--- config.mk ---
export PLATFORM = sky130hd
export DESIGN_NAME = quad_timer
export DESIGN_NICKNAME = d
export VERILOG_FILES = /design/src/rtl/qt_pkg.sv /design/src/rtl/qt_tick_gen.sv /design/src/rtl/qt_decode.sv /design/src/rtl/qt_counter.sv /design/src/rtl/quad_timer.sv
export SDC_FILE = /design/constraint.sdc
export NUM_CORES = 1
export LEC_CHECK = 0
export ABC_AREA = 1
export BUFFER_PORTS_ARGS = -buffer_cell sky130_fd_sc_hd__buf_4
export CAP_MARGIN = 40
export CORE_UTILIZATION = 55
export DETAILED_ROUTE_END_ITERATION = 10
export PLACE_DENSITY_LB_ADDON = 0.12
export SETUP_SLACK_MARGIN = 0.2
export SYNTH_ARGS = -nofsm -noshare
export SYNTH_HDL_FRONTEND = slang
export SYNTH_SLANG_ARGS = --single-unit
export TNS_END_PERCENT = 30
--- constraint.sdc ---
create_clock -name clk -period 5.4 [get_ports clk]
set_clock_uncertainty 0.05 [all_clocks]
set_input_delay 0 -clock clk [delete_from_list [all_inputs] [get_ports clk]]
set_output_delay 0 -clock clk [all_outputs]
set_load 0.005 [all_outputs]
--- src/rtl/qt_pkg.sv ---
package qt_pkg;

  // Width of each timer's field in the start word.
  localparam int FIELD_W = 4;

  // Register region selected by an address.
  typedef enum logic [1:0] {
    REG_NONE = 2'd0,
    REG_LEN  = 2'd1,
    REG_CTRL = 2'd2,
    REG_VAL  = 2'd3
  } region_e;

endpackage

--- src/rtl/qt_tick_gen.sv ---
module qt_tick_gen #(
  parameter int CLK_DIV = 50
) (
  input  logic clk,
  input  logic rst_n,
  output logic tick
);

  generate
    if (CLK_DIV <= 1) begin : g_every
      assign tick = rst_n;
    end else begin : g_div
      localparam int DW = $clog2(CLK_DIV);
      localparam logic [DW-1:0] LAST = DW'(CLK_DIV - 1);
      logic [DW-1:0] div_q;

      always_ff @(posedge clk or negedge rst_n) begin
        if (!rst_n)            div_q <= '0;
        else if (div_q == LAST) div_q <= '0;
        else                   div_q <= div_q + 1'b1;
      end

      assign tick = (div_q == LAST);

      // ticks are never back to back when the divider exceeds one
      p_tick_gap_r5: assert property (@(posedge clk) disable iff (!rst_n)
        tick |=> !tick);
    end
  endgenerate

endmodule

--- src/rtl/qt_decode.sv ---
module qt_decode
  import qt_pkg::*;
#(
  parameter int N_TMR  = 4,
  parameter int ADDR_W = 8
) (
  input  logic [ADDR_W-1:0]          addr,
  output region_e                    region,
  output logic [$clog2(N_TMR)-1:0]   idx
);

  localparam int WORD_W = ADDR_W - 2;
  localparam int IDX_W  = $clog2(N_TMR);

  logic [WORD_W-1:0] word;
  assign word = addr[ADDR_W-1:2];

  always_comb begin
    region = REG_NONE;
    idx    = '0;
    if (addr[1:0] == 2'b00) begin
      if (word < WORD_W'(N_TMR)) begin
        region = REG_LEN;
        idx    = IDX_W'(word);
      end else if (word == WORD_W'(N_TMR)) begin
        region = REG_CTRL;
      end else if (word < WORD_W'(2 * N_TMR + 1)) begin
        region = REG_VAL;
        idx    = IDX_W'(word - WORD_W'(N_TMR + 1));
      end
    end
  end

endmodule

--- src/rtl/qt_counter.sv ---
module qt_counter #(
  parameter int CNT_W = 32
) (
  input  logic             clk,
  input  logic             rst_n,
  input  logic             tick_i,
  input  logic             len_wr_i,
  input  logic             start_i,
  input  logic [CNT_W-1:0] wdata_i,
  output logic [CNT_W-1:0] count_o,
  output logic [CNT_W-1:0] limit_o,
  output logic             irq_o
);

  logic [CNT_W-1:0] cnt_q, lim_q;
  logic             run_q, irq_q;
  logic             at_end;

  assign at_end = (cnt_q <= CNT_W'(1));

  always_ff @(posedge clk or negedge rst_n) begin
    if (!rst_n) begin
      cnt_q <= '0;
      lim_q <= '0;
      run_q <= 1'b0;
      irq_q <= 1'b0;
    end else begin
      irq_q <= 1'b0;
      if (len_wr_i) begin
        lim_q <= wdata_i;
        cnt_q <= wdata_i;
      end else if (start_i) begin
        run_q <= 1'b1;
        cnt_q <= lim_q;
      end else if (tick_i && run_q && (lim_q != '0)) begin
        if (at_end) begin
          cnt_q <= lim_q;
          irq_q <= 1'b1;
        end else begin
          cnt_q <= cnt_q - 1'b1;
        end
      end
    end
  end

  assign count_o = cnt_q;
  assign limit_o = lim_q;
  assign irq_o   = irq_q;

  // the live count never exceeds the stored length
  p_count_bound_r2: assert property (@(posedge clk) disable iff (!rst_n)
    cnt_q <= lim_q);

  // an interrupt only follows a tick that no bus write overrode
  p_irq_after_tick_r6: assert property (@(posedge clk) disable iff (!rst_n)
    irq_q |-> ($past(tick_i) && !$past(len_wr_i) && !$past(start_i)));

  // at the pulse the count has already reloaded
  p_irq_reload_r6: assert property (@(posedge clk) disable iff (!rst_n)
    irq_q |-> (cnt_q == lim_q));

  // zero length stays silent
  p_zero_silent_r7: assert property (@(posedge clk) disable iff (!rst_n)
    (lim_q == '0) |=> !irq_q);

  // an idle timer holds its count
  p_idle_hold_r5: assert property (@(posedge clk) disable iff (!rst_n)
    (!run_q && !len_wr_i && !start_i) |=> $stable(cnt_q));

  // a length write wins over a coinciding expiry
  p_write_wins_r10: assert property (@(posedge clk) disable iff (!rst_n)
    len_wr_i |=> (!irq_q && cnt_q == $past(wdata_i)));

endmodule

--- src/rtl/quad_timer.sv ---
module quad_timer
  import qt_pkg::*;
#(
  parameter int N_TMR   = 4,
  parameter int CNT_W   = 32,
  parameter int ADDR_W  = 8,
  parameter int CLK_DIV = 50
) (
  input  logic              clk,
  input  logic              rst_n,
  input  logic              bus_wr,
  input  logic [ADDR_W-1:0] bus_addr,
  input  logic [CNT_W-1:0]  bus_wdata,
  output logic [CNT_W-1:0]  bus_rdata,
  output logic [N_TMR-1:0]  tmr_irq
);

  localparam int IDX_W = $clog2(N_TMR);

  logic                 tick;
  region_e              region;
  logic [IDX_W-1:0]     idx;
  logic [CNT_W-1:0]     cnt_a [N_TMR];
  logic [CNT_W-1:0]     lim_a [N_TMR];
  logic [N_TMR-1:0]     len_wr, start;

  qt_tick_gen #(.CLK_DIV(CLK_DIV)) u_tick (
    .clk   (clk),
    .rst_n (rst_n),
    .tick  (tick)
  );

  qt_decode #(.N_TMR(N_TMR), .ADDR_W(ADDR_W)) u_dec (
    .addr   (bus_addr),
    .region (region),
    .idx    (idx)
  );

  generate
    for (genvar n = 0; n < N_TMR; n++) begin : g_tmr
      assign len_wr[n] = bus_wr && (region == REG_LEN) && (idx == IDX_W'(n));
      assign start[n]  = bus_wr && (region == REG_CTRL) &&
                         (|bus_wdata[n*FIELD_W +: FIELD_W]);

      qt_counter #(.CNT_W(CNT_W)) u_cnt (
        .clk      (clk),
        .rst_n    (rst_n),
        .tick_i   (tick),
        .len_wr_i (len_wr[n]),
        .start_i  (start[n]),
        .wdata_i  (bus_wdata),
        .count_o  (cnt_a[n]),
        .limit_o  (lim_a[n]),
        .irq_o    (tmr_irq[n])
      );

      // writes outside the map leave this timer's length alone
      p_unmapped_write_r9: assert property (@(posedge clk) disable iff (!rst_n)
        (bus_wr && region == REG_NONE) |=> (lim_a[n] == $past(lim_a[n])));
    end
  endgenerate

  always_comb begin
    unique case (region)
      REG_LEN:  bus_rdata = lim_a[idx];
      REG_VAL:  bus_rdata = cnt_a[idx];
      default:  bus_rdata = '0;
    endcase
  end

endmodule

Word level (Yosys, flattened, before mapping) --
Index checks and enable logic that the tools add are counted.
Word-level totals: bits in registers 270, input bits 43, output and inout bits 36, logic and storage cells 127
Operators by class: add/sub/neg operators 6, magnitude comparators 7, equality and inequality tests 8, mux-type cells 48, bitwise gates (word level) 5, reduce and logical (&&, ||, !) cells 36
Operators by type and width (count):
- $mux W32 | 20
- $bmux W32 S2 | 2
- $le A32 B1 Y1 const B | 4
- $reduce_bool A32 Y1 | 4
- $sub A32 B1 Y32 const B | 4
- $pmux W32 S2 | 1
- $logic_and A1 B1 Y1 | 18
- $mux W1 | 16
- $mux W2 | 8
- $reduce_or A4 Y1 | 4
- $reduce_bool A3 Y1 | 4
- $eq A2 B2 Y1 const B | 4
- $reduce_and A2 Y1 | 4
- $add A6 B1 Y6 const B | 1
- $eq A6 B3 Y1 const B | 1
- $eq A6 B6 Y1 const B | 1
- $lt A6 B3 Y1 const B | 1
- $lt A6 B4 Y1 const B | 1
- $mux W6 | 1
- $eq A2 B1 Y1 const B | 2
- $logic_not A2 Y1 | 2
- $not A1 Y1 | 4
- $ge A3 B3 Y1 const B | 1
- $not A2 Y3 | 1
- $sub A2 B1 Y2 const B | 1

Logic depth before layout (Yosys ltp) --
Gate-level depths: netlist of run 1.
depth in word-level cells 10, mapped depth 15, gate-level depth less buffers 13

By module --
From an unflattened synthesis of run 1, not the netlist that was laid out.
Unflattened totals: cells, all modules 3378, area, all modules 20246.9 µm²
Modules (own cells, without submodules):
- qt_counter at g_tmr[2].u_cnt ... | times used 2, cells an instance 651, area an instance 4247.8 µm², sequential area each 1651.6 µm²
- qt_counter at g_tmr[0].u_cnt ... | times used 2, cells an instance 627, area an instance 4150.2 µm², sequential area each 1651.6 µm²
- quad_timer | times used 1, cells an instance 754, area an instance 2991.6 µm², sequential area each 0.0 µm²
- qt_tick_gen | times used 1, cells an instance 34, area an instance 297.8 µm², sequential area each 150.1 µm²
- qt_decode | times used 1, cells an instance 34, area an instance 161.4 µm², sequential area each 0.0 µm²

Least setup slack after synthesis of run 1 --
No wires, ideal clock.
kind register -> register, start reg g_tmr[3].u_cnt.cnt_q[0], end reg g_tmr[3].u_cnt.cnt_q[10], library setup time 0.117 ns, arrival 1.925 ns, data required time 5.233 ns, slack 3.309 ns, stages on the path, launching flop included 16, buffers on the path 3, period minus slack after synthesis 2.091 ns, cell sequence dfrtp_1 > inv_1 > ha_1 > nor2_1 > nor2_1 > nand3_1 > nand2b_1 > clkbuf_1 > nand2_1 > buf_2 > buf_2 > nand2_1 > nand3_1 > nand2_1 > nand2_1 > nand2_1
Between the ends: word-level cells in the longest chain between the ends 5, elaborated cells between the ends (all ways) 6, classes of those cells add/sub (1); order compare (1); mux (4)
Ends and longest elaborated chain:
- start, declared | RTL line qt_counter.sv:15 | logic [CNT_W-1:0] cnt_q, lim_q;
- start signal, assigned | RTL line qt_counter.sv:31 | cnt_q <= wdata_i;
- start signal, assigned | RTL line qt_counter.sv:34 | cnt_q <= lim_q;
- start signal, assigned | RTL line qt_counter.sv:37 | cnt_q <= lim_q;
- $sub A32 B1 Y32 or $le A32 B1 Y1 (tied branches) | RTL line qt_counter.sv:40, qt_counter.sv:19
- $mux W32 (*) | RTL line qt_counter.sv:36 | if (at_end) begin
- $mux W32 (*) | RTL line qt_counter.sv:35 | end else if (tick_i && run_q && (lim_q != '0)) begin
- $mux W32 (*) | RTL line qt_counter.sv:32 | end else if (start_i) begin
- $mux W32 (*) | RTL line qt_counter.sv:29 | if (len_wr_i) begin
Mark *: on every way between the ends. The rest lies on a longest branch, timed or not. The select of a mux whose other input is x is not followed. A chain may end at the register's enable or synchronous reset.

Worst setup path in the final report of run 1 --
start reg g_tmr[3].u_cnt.cnt_q[14], end reg g_tmr[3].u_cnt.cnt_q[7]
Between the ends: word-level cells in the longest chain between the ends 5
Ends and longest elaborated chain:
- $le A32 B1 Y1 | RTL line qt_counter.sv:19 | assign at_end = (cnt_q <= CNT_W'(1));
- $mux W32 | RTL line qt_counter.sv:36
- $mux W32 | RTL line qt_counter.sv:35
- $mux W32 | RTL line qt_counter.sv:32
- $mux W32 | RTL line qt_counter.sv:29
No other way between the ends. The select of a mux whose other input is x is not followed.

==> flow_metrics.py, run 1 <==
metrics = {
    "setup_path": {
        "endpoint_kind": "register",
        "path_cells": "nor2_1 -> nand2_1 -> nor3_1 -> nand2b_1 -> nand2_1 -> buf_4 -> inv_1 -> nand3_1 -> nand2_1 -> nor2_1 -> nor2_1",
        "cp_max_fo": 24,
        "slowest_delay_ns": 0.51,
        "critPathLaunchType": "register",
        "crit_type": "register to register",
        "r2r_slack_ns": 2.23,
        "r2r-start": "g_tmr[3].u_cnt.count_o[14]",
        "r2r_end": "g_tmr[3].u_cnt.count_o[7]",
        "critPathArrivalTime_ns": 3.53,
        "crit_slowest_cell": "dfrtp_1",
        "critical_path_required_ns": 5.76,
        "ff2ff_path_depth": 11,
    },
    "synth": {
        "ys.warnings.count": 0,
        "syn-num-nets": 3114,
        "synth-main-ff-cell": "dfrtp_1",
        "syn_inst": 3059,
        "syn_area_sq_um": 18900,
        "synth-async-reset-ratio": 1.00,
        "syn-mean-instance-area_sq_um": 6.18,
        "synth-edff-count": 0,
        "ys_seq_area_frac": 0.357,
        "ys_types": 32,
        "ys_ff_latch": 270,
    },
    "drt": {
        "drc": 0,
        "first_iter_violations": 3202,
        "drt_first_pass_iters": 6,
        "ant_nets": 0,
        "routed_via_density": 6.04,
        "wirelength_um": 82000,
        "routedWlPerCell_um": 22.9,
        "num_vias": 21581,
    },
    "hold_path": {
        "hold_path.class": "input port to register",
        "worstHoldStart": "bus_wr",
        "holdPathEnd": "g_tmr[2].u_cnt.count_o[12]",
        "hold_path_depth": 5,
    },
    "timing": {
        "rsz0062_at_grt": "no",
        "fmax_ghz": 0.316,
        "fin_ws_ns": 2.23,
        "finalSetupViolCount": 0,
        "worstMarginPinSlew_ns": 0.802,
        "tns_ns": 0,
        "holdWs_ns": 0.0744,
        "fin_crit_sh": 0.587,
        "finalCriticalPeriod_ns": 3.17,
        "maxSlewViolCount": 0,
        "hold_viol": 0,
        "relSlewSlack": 0.465,
    },
    "clock_network": {
        "clock-sinks": 270,
        "cts_tree": "built",
        "path_clk_slew_ns": 0.06,
        "cts.path.max_buffers": 3,
        "cts_max_level": 2,
        "clockRootBuffer": "clkbuf_16",
        "cts-buffers-inserted": 34,
        "clk_latency_ns": 0.53,
        "postCtsSetupBuffers": 0,
    },
    "placed_design": {
        "io_buffers": 78,
        "dpl_worst_slack_ns": 2.14,
        "place_hpwl_um": 61200,
        "placed_area_sq_um": 19800,
        "gp_congestion": 1.07,
    },
    "grt": {
        "antenna_found_initial": 1,
        "grt_max_degree": 138,
        "grt_pass1_wl_um": 121000,
        "grt_pass1_vias": 19661,
        "grt-ovfl-total": 0,
        "grt_usage": 0.462,
    },
    "floorplan": {
        "io_pins": 79,
        "fp-row-count": 67,
        "die_w_um": 187,
        "dieArea_sq_um": 35100,
        "start_util": 0.561,
        "fp.dieH_um": 187,
        "core_area_sq_um": 33700,
    },
    "final_layout": {
        "multi_input_area_sq_um": 10800,
        "final_util": 0.631,
        "nets": 3160,
        "nFillCells": 3279,
        "num_antenna_cells": 0,
        "area.growth.synth_to_final_pct": 12.5,
        "drive_gt1_frac": 0.0608,
        "fin_area_sq_um": 21300,
        "seqCellArea_sq_um": 6760,
    },
    "pwr": {
        "p_leak_nw": 11.1,
        "vdd_drop_max_uv": 243,
        "p_per_area_nw_per_um2": 337,
    },
    "outcome": {
        "status": "completed",
    },
    "run": {
        "maxCapViolCount": 0,
    },
}
## worst max-delay path, delay by kind of cell, from the launching register on
| family | cells | cell delay (ns) |
|---|---|---|
| simple gates | 9 | 1.70 |
| buf+inv | 2 | 0.75 |
| flops | 1 | 0.51 |
## cell usage after synthesis, types with 4 or more instances
master	n	area share
o21bai_1	23	0.0091
a21oi_1	64	0.017
clkbuf_1	55	0.011
xnor2_1	32	0.015
nor4_1	4	0.0013
nand2_1	973	0.19
nand3b_1	17	0.0068
nor3_1	7	0.0019
nand4_1	49	0.016
nand3_1	322	0.085
o21ai_0	134	0.035
or2_2	6	0.0020
buf_2	54	0.014
buf_1	13	0.0026
buf_4	10	0.0040
nor2_1	722	0.14
inv_1	220	0.044
xor2_1	50	0.023
ha_1	12	0.0079
dfrtp_1	270	0.36
## timing repair
item                      in CTS  in global routing
hold buffers                  35                  0
resized for setup              0                  0
hold endpoints to repair     294                  0
## stage by stage
stage / power [mW] / std cells
3_3_place_gp: 4.71 / 3477
3_5_place_dp: 4.78 / 3482
6_report: 7.18 / 3575
5_1_grt: 7.48 / 3575
4_1_cts: 7.07 / 3575
2_1_floorplan: 4.03 / 3059
## layout make-up
cell class / instances / share of cell area
inverters: 224 / 0.0395
clock inverters: 6 / 0.00182
well taps: 448 / 0.0264
repair buffers: 142 / 0.0582
clock buffers: 52 / 0.0504
flip-flops and latches: 270 / 0.318
multi-input cells: 2433 / 0.506
## metal layers
layer,GRT usage,part of all wire,routed length [um],up-vias
li1,-,-,-,9727
met1,0.618,0.38,31100,10063
met2,0.668,0.41,33700,1481
met3,0.142,0.14,11700,310
met4,0.252,0.067,5510,0
met5,0,0,0,-
## power breakdown
group	internal (mW)	total, mW	switching [mW]
Clock	1.37	2.31	0.947
Sequential	2.30	2.84	0.546
Combinational	0.717	2.02	1.30
Total	4.38	7.18	2.80
## cells by family after synthesis
kind of cell | after synthesis | share of synthesized area
AND/OR/NAND/NOR | 2117 | 0.459
buffers and inverters | 356 | 0.0763
adder cells (fa/ha/maj) | 12 | 0.00794
XOR/XNOR | 82 | 0.0380
flip-flops | 270 | 0.357
AO/OA/AOI/OAI | 222 | 0.0618
## cell usage in the layout, fill, tap and decap left out, types with 35 or more instances in the layout
| master | n |
|---|---|
| clkbuf_16 | 37 |
| dfrtp_1 | 270 |
| nand2_1 | 971 |
| buf_4 | 101 |
| a21oi_1 | 64 |
| nand3_1 | 317 |
| nand4_1 | 49 |
| inv_1 | 220 |
| xor2_1 | 50 |
| dlygate4sd3_1 | 35 |
| nor2_1 | 720 |
| o21ai_0 | 134 |
## sequential cells by signal (all words and copies together) (netlist names)
| signal | cells |
|---|---|
| g_tmr.u_cnt.irq_o | 4 |
| g_tmr.u_cnt.run_q | 4 |
| u_tick.g_div.div_q | 6 |
| g_tmr.u_cnt.count_o | 128 |
| g_tmr.u_cnt.limit_o | 128 |
## worst max path at each step
stage          depth (start not counted)                        from                          to  slack [ns]
2_1_floorplan                         15   g_tmr[3].u_cnt.count_o[0]  g_tmr[3].u_cnt.count_o[10]        3.31
3_3_place_gp                          10       u_tick.g_div.div_q[1]  g_tmr[1].u_cnt.count_o[29]        2.12
3_5_place_dp                          15                 bus_addr[2]  g_tmr[0].u_cnt.count_o[22]        2.14
4_1_cts                               13   g_tmr[3].u_cnt.count_o[0]   g_tmr[3].u_cnt.count_o[7]        2.34
5_1_grt                               13   g_tmr[3].u_cnt.count_o[0]  g_tmr[3].u_cnt.count_o[30]        1.99
6_report                              11  g_tmr[3].u_cnt.count_o[14]   g_tmr[3].u_cnt.count_o[7]        2.23
Power figures use the tool's default switching activity.
==> run 2, diff against run 1 <==
- ABC_AREA: 1 -> 0
- clock period: 5.4 -> 2.7 ns (I/O delays scaled with it)
==> run 2 against run 1 <==
  * The flow now finishes with violations (setup timing)
  * Flip-flop and latch count unchanged
  * Cell area increased by 2.8%
  * Total power increased by 69%
  * Count of clock-buffer cells in the layout is 2 lower
  * Sequential power up 63%
  * Global-route usage grew 5.9 points
  * First-iteration DRC count up 1.8%
  * Critical path depth fell by 4
  * Worst hold slack lost 0.0077 ns
==> flow_metrics.py, run 2 <==
metrics = {
    "setup_path": {
        "critical_path_required_ns": 3.11,
        "critPathLaunchType": "register",
        "cp_max_fo": 9,
        "r2r-start": "g_tmr[2].u_cnt.count_o[17]",
        "critPathArrivalTime_ns": 3.13,
        "crit_type": "register to register",
        "crit_path_start": "g_tmr[2].u_cnt.count_o[17]",
        "endpoint_kind": "register",
    },
    "drt": {
        "routed_via_density": 7.34,
        "wirelength_um": 81900,
        "num_vias": 19687,
        "drc": 0,
        "routedWlPerCell_um": 30.6,
        "first_iter_violations": 3261,
        "drt_first_pass_iters": 9,
        "ant_nets": 0,
    },
    "clock_network": {
        "cts.path.max_buffers": 3,
        "cts_max_level": 1,
        "clk_latency_ns": 0.61,
        "clockRootBuffer": "clkbuf_16",
        "clock-sinks": 270,
        "cts_tree": "built",
        "path_clk_slew_ns": 0.06,
        "cts-buffers-inserted": 31,
    },
    "placed_design": {
        "io_buffers": 78,
        "place_hpwl_um": 57500,
        "gp_congestion": 1.07,
        "placed_cells": 2538,
    },
    "synth": {
        "ys_ff_latch": 270,
        "synth_top_area_share": 0.405,
        "yosys.area.top_type": "dfrtp_1",
        "synth_area_leaders": "dfrtp_1 (41%), nand2_1 (7.9%), a22oi_1 (4.2%), nor4_1 (3.1%), o21ai_0 (3.1%)",
        "ys_seq_area_frac": 0.405,
        "yosys.cell_count.top_type": "nand2_1",
        "syn-num-nets": 2000,
        "syn-mean-instance-area_sq_um": 8.58,
        "syn_inst": 1945,
        "synthMuxAreaShare": 0.0391,
        "ys_types": 85,
        "yosys.area_share.simple": 0.249,
        "syn_area_sq_um": 16700,
        "synth_fa_ha_area_frac": 0.00900,
        "synth-edff-count": 0,
        "yosys-top-cells-count": "nand2_1 (352), dfrtp_1 (270), nor2_1 (127)",
        "synth-main-ff-cell": "dfrtp_1",
        "synth_top_family_by_area": "simple AND/OR/NAND/NOR gates",
        "synth-compound-area-share": 0.238,
        "ys.warnings.count": 0,
        "synth-async-reset-ratio": 1.00,
        "synthXorXnorAreaFrac": 0.0110,
    },
    "timing": {
        "fin_ws_ns": -0.0126,
        "worstMarginPinSlew_ns": 0.832,
        "hold_viol": 0,
        "fin_crit_sh": 1.00,
        "maxSlewViolCount": 0,
        "finalCriticalPeriod_ns": 2.71,
        "relSlewSlack": 0.441,
        "finalSetupViolCount": 1,
        "rsz0062_at_grt": "yes",
        "fmax_ghz": 0.369,
    },
    "floorplan": {
        "fp-row-count": 63,
        "dieArea_sq_um": 31000,
        "start_util": 0.561,
        "core_area_sq_um": 29700,
        "die_w_um": 176,
        "io_pins": 79,
        "fp.dieH_um": 176,
    },
    "final_layout": {
        "final_common_cell": "buf_4",
        "nFillCells": 2158,
        "mostFrequentLayoutCells": "buf_4 (359), nand2_1 (352), dfrtp_1 (269), nor2_1 (125), a22oi_1 (90)",
        "drive_gt1_frac": 0.257,
        "final_cells": 2681,
        "area.growth.synth_to_final_pct": 31.1,
        "nets": 2321,
    },
    "hold_path": {
        "hold_path.class": "input port to register",
        "worstHoldStart": "bus_addr[0]",
    },
    "pwr": {
        "vdd_drop_max_uv": 561,
        "fin_total_pwr_mw": 12.1,
        "p_per_area_nw_per_um2": 553,
        "p_leak_nw": 9.98,
    },
    "outcome": {
        "status": "finished, violations left",
        "violations": "setup timing",
    },
    "run": {
        "maxCapViolCount": 0,
    },
    "grt": {
        "grt-ovfl-total": 0,
        "grt_pass1_wl_um": 119000,
        "grt_max_degree": 76,
        "grt_usage": 0.521,
        "antenna_found_initial": 6,
        "grt_pass1_vias": 18513,
    },
}
==> run 2: final timing paths <==
check | to | slack (ns) | cells after the start
max | g_tmr[2].u_cnt.count_o[31] | -0.01 | 7
min reg2reg | g_tmr[1].u_cnt.run_q | 0.42 | 1
max reg2reg | g_tmr[2].u_cnt.count_o[31] | -0.01 | 7
min | g_tmr[2].u_cnt.limit_o[1] | 0.07 | 6
max in group asynchronous | g_tmr[0].u_cnt.count_o[30] | 2.14 | 3
min in group asynchronous | g_tmr[3].u_cnt.limit_o[23] | 0.08 | 3
==> run 2: cell families (layout without fill, tap and decap cells) <==
kind of cell	after synthesis	in the layout
simple gates	855	860
compound gates	533	533
flops	270	270
buf+inv	194	534
mux	60	60
xor+xnor	21	21
fa+ha+maj	12	12
other cells	0	1
==> run 2: final cells by class <==
type	instances	area, sq um	share of cell area
multi-input combinational	1486	9640	0.441
tap	390	488	0.0223
clock buffer	50	927	0.0424
antenna	1	2.50	0.000114
inverter	38	143	0.00652
clock inverter	7	106	0.00486
sequential	270	6760	0.309
timing repair buffer	439	3800	0.174
==> run 2: routing by layer <==
metal / track usage / vias up / wire length (um)
li1: - / 8019 / -
met1: 0.657 / 9315 / 28700
met2: 0.750 / 1843 / 33400
met3: 0.166 / 500 / 11800
met4: 0.382 / 10 / 8010
met5: 0 / - / 112
==> run 2: repair_timing <==
item | in CTS | in global routing
cloned | 5 | 2
hold buffers | 36 | 0
pin swaps | 23 | 23
endpoints found under the setup margin | 88 | 141
setup buffers | 25 | 17
hold endpoints to repair | 501 | 0
gates resized for setup | 46 | 59
==> run 2: power by group <==
part / switching (mW) / internal, mW
logic: 1.75 / 1.36
clock network: 1.84 / 2.54
registers: 0.318 / 4.30
==> run 2: critical path, cell delays in order (launching register included) <==
cell and delay [ns]:
dfrtp_1 0.38, or4_4 0.55, or3_4 0.40, buf_6 0.16, or4_1 0.55, nor3_1 0.23
o21ai_0 0.12, o2bb2ai_1 0.15
==> run 2: per-stage QoR <==
step                 util  instance area, sq um  setup TNS [ns]  hold WS [ns]  setup WS (ns)
finish              0.736                 21900         -0.0126        0.0668        -0.0126
global route        0.736                 21900               0        0.0934        0.00422
CTS                 0.721                 21400               0        0.0557         0.0486
floorplan               -                 16800          -0.317        -0.346        -0.0712
global placement    0.659                 19600          -0.562       -0.0454        -0.0946
detailed placement  0.659                 19600          -0.212       -0.0434        -0.0589
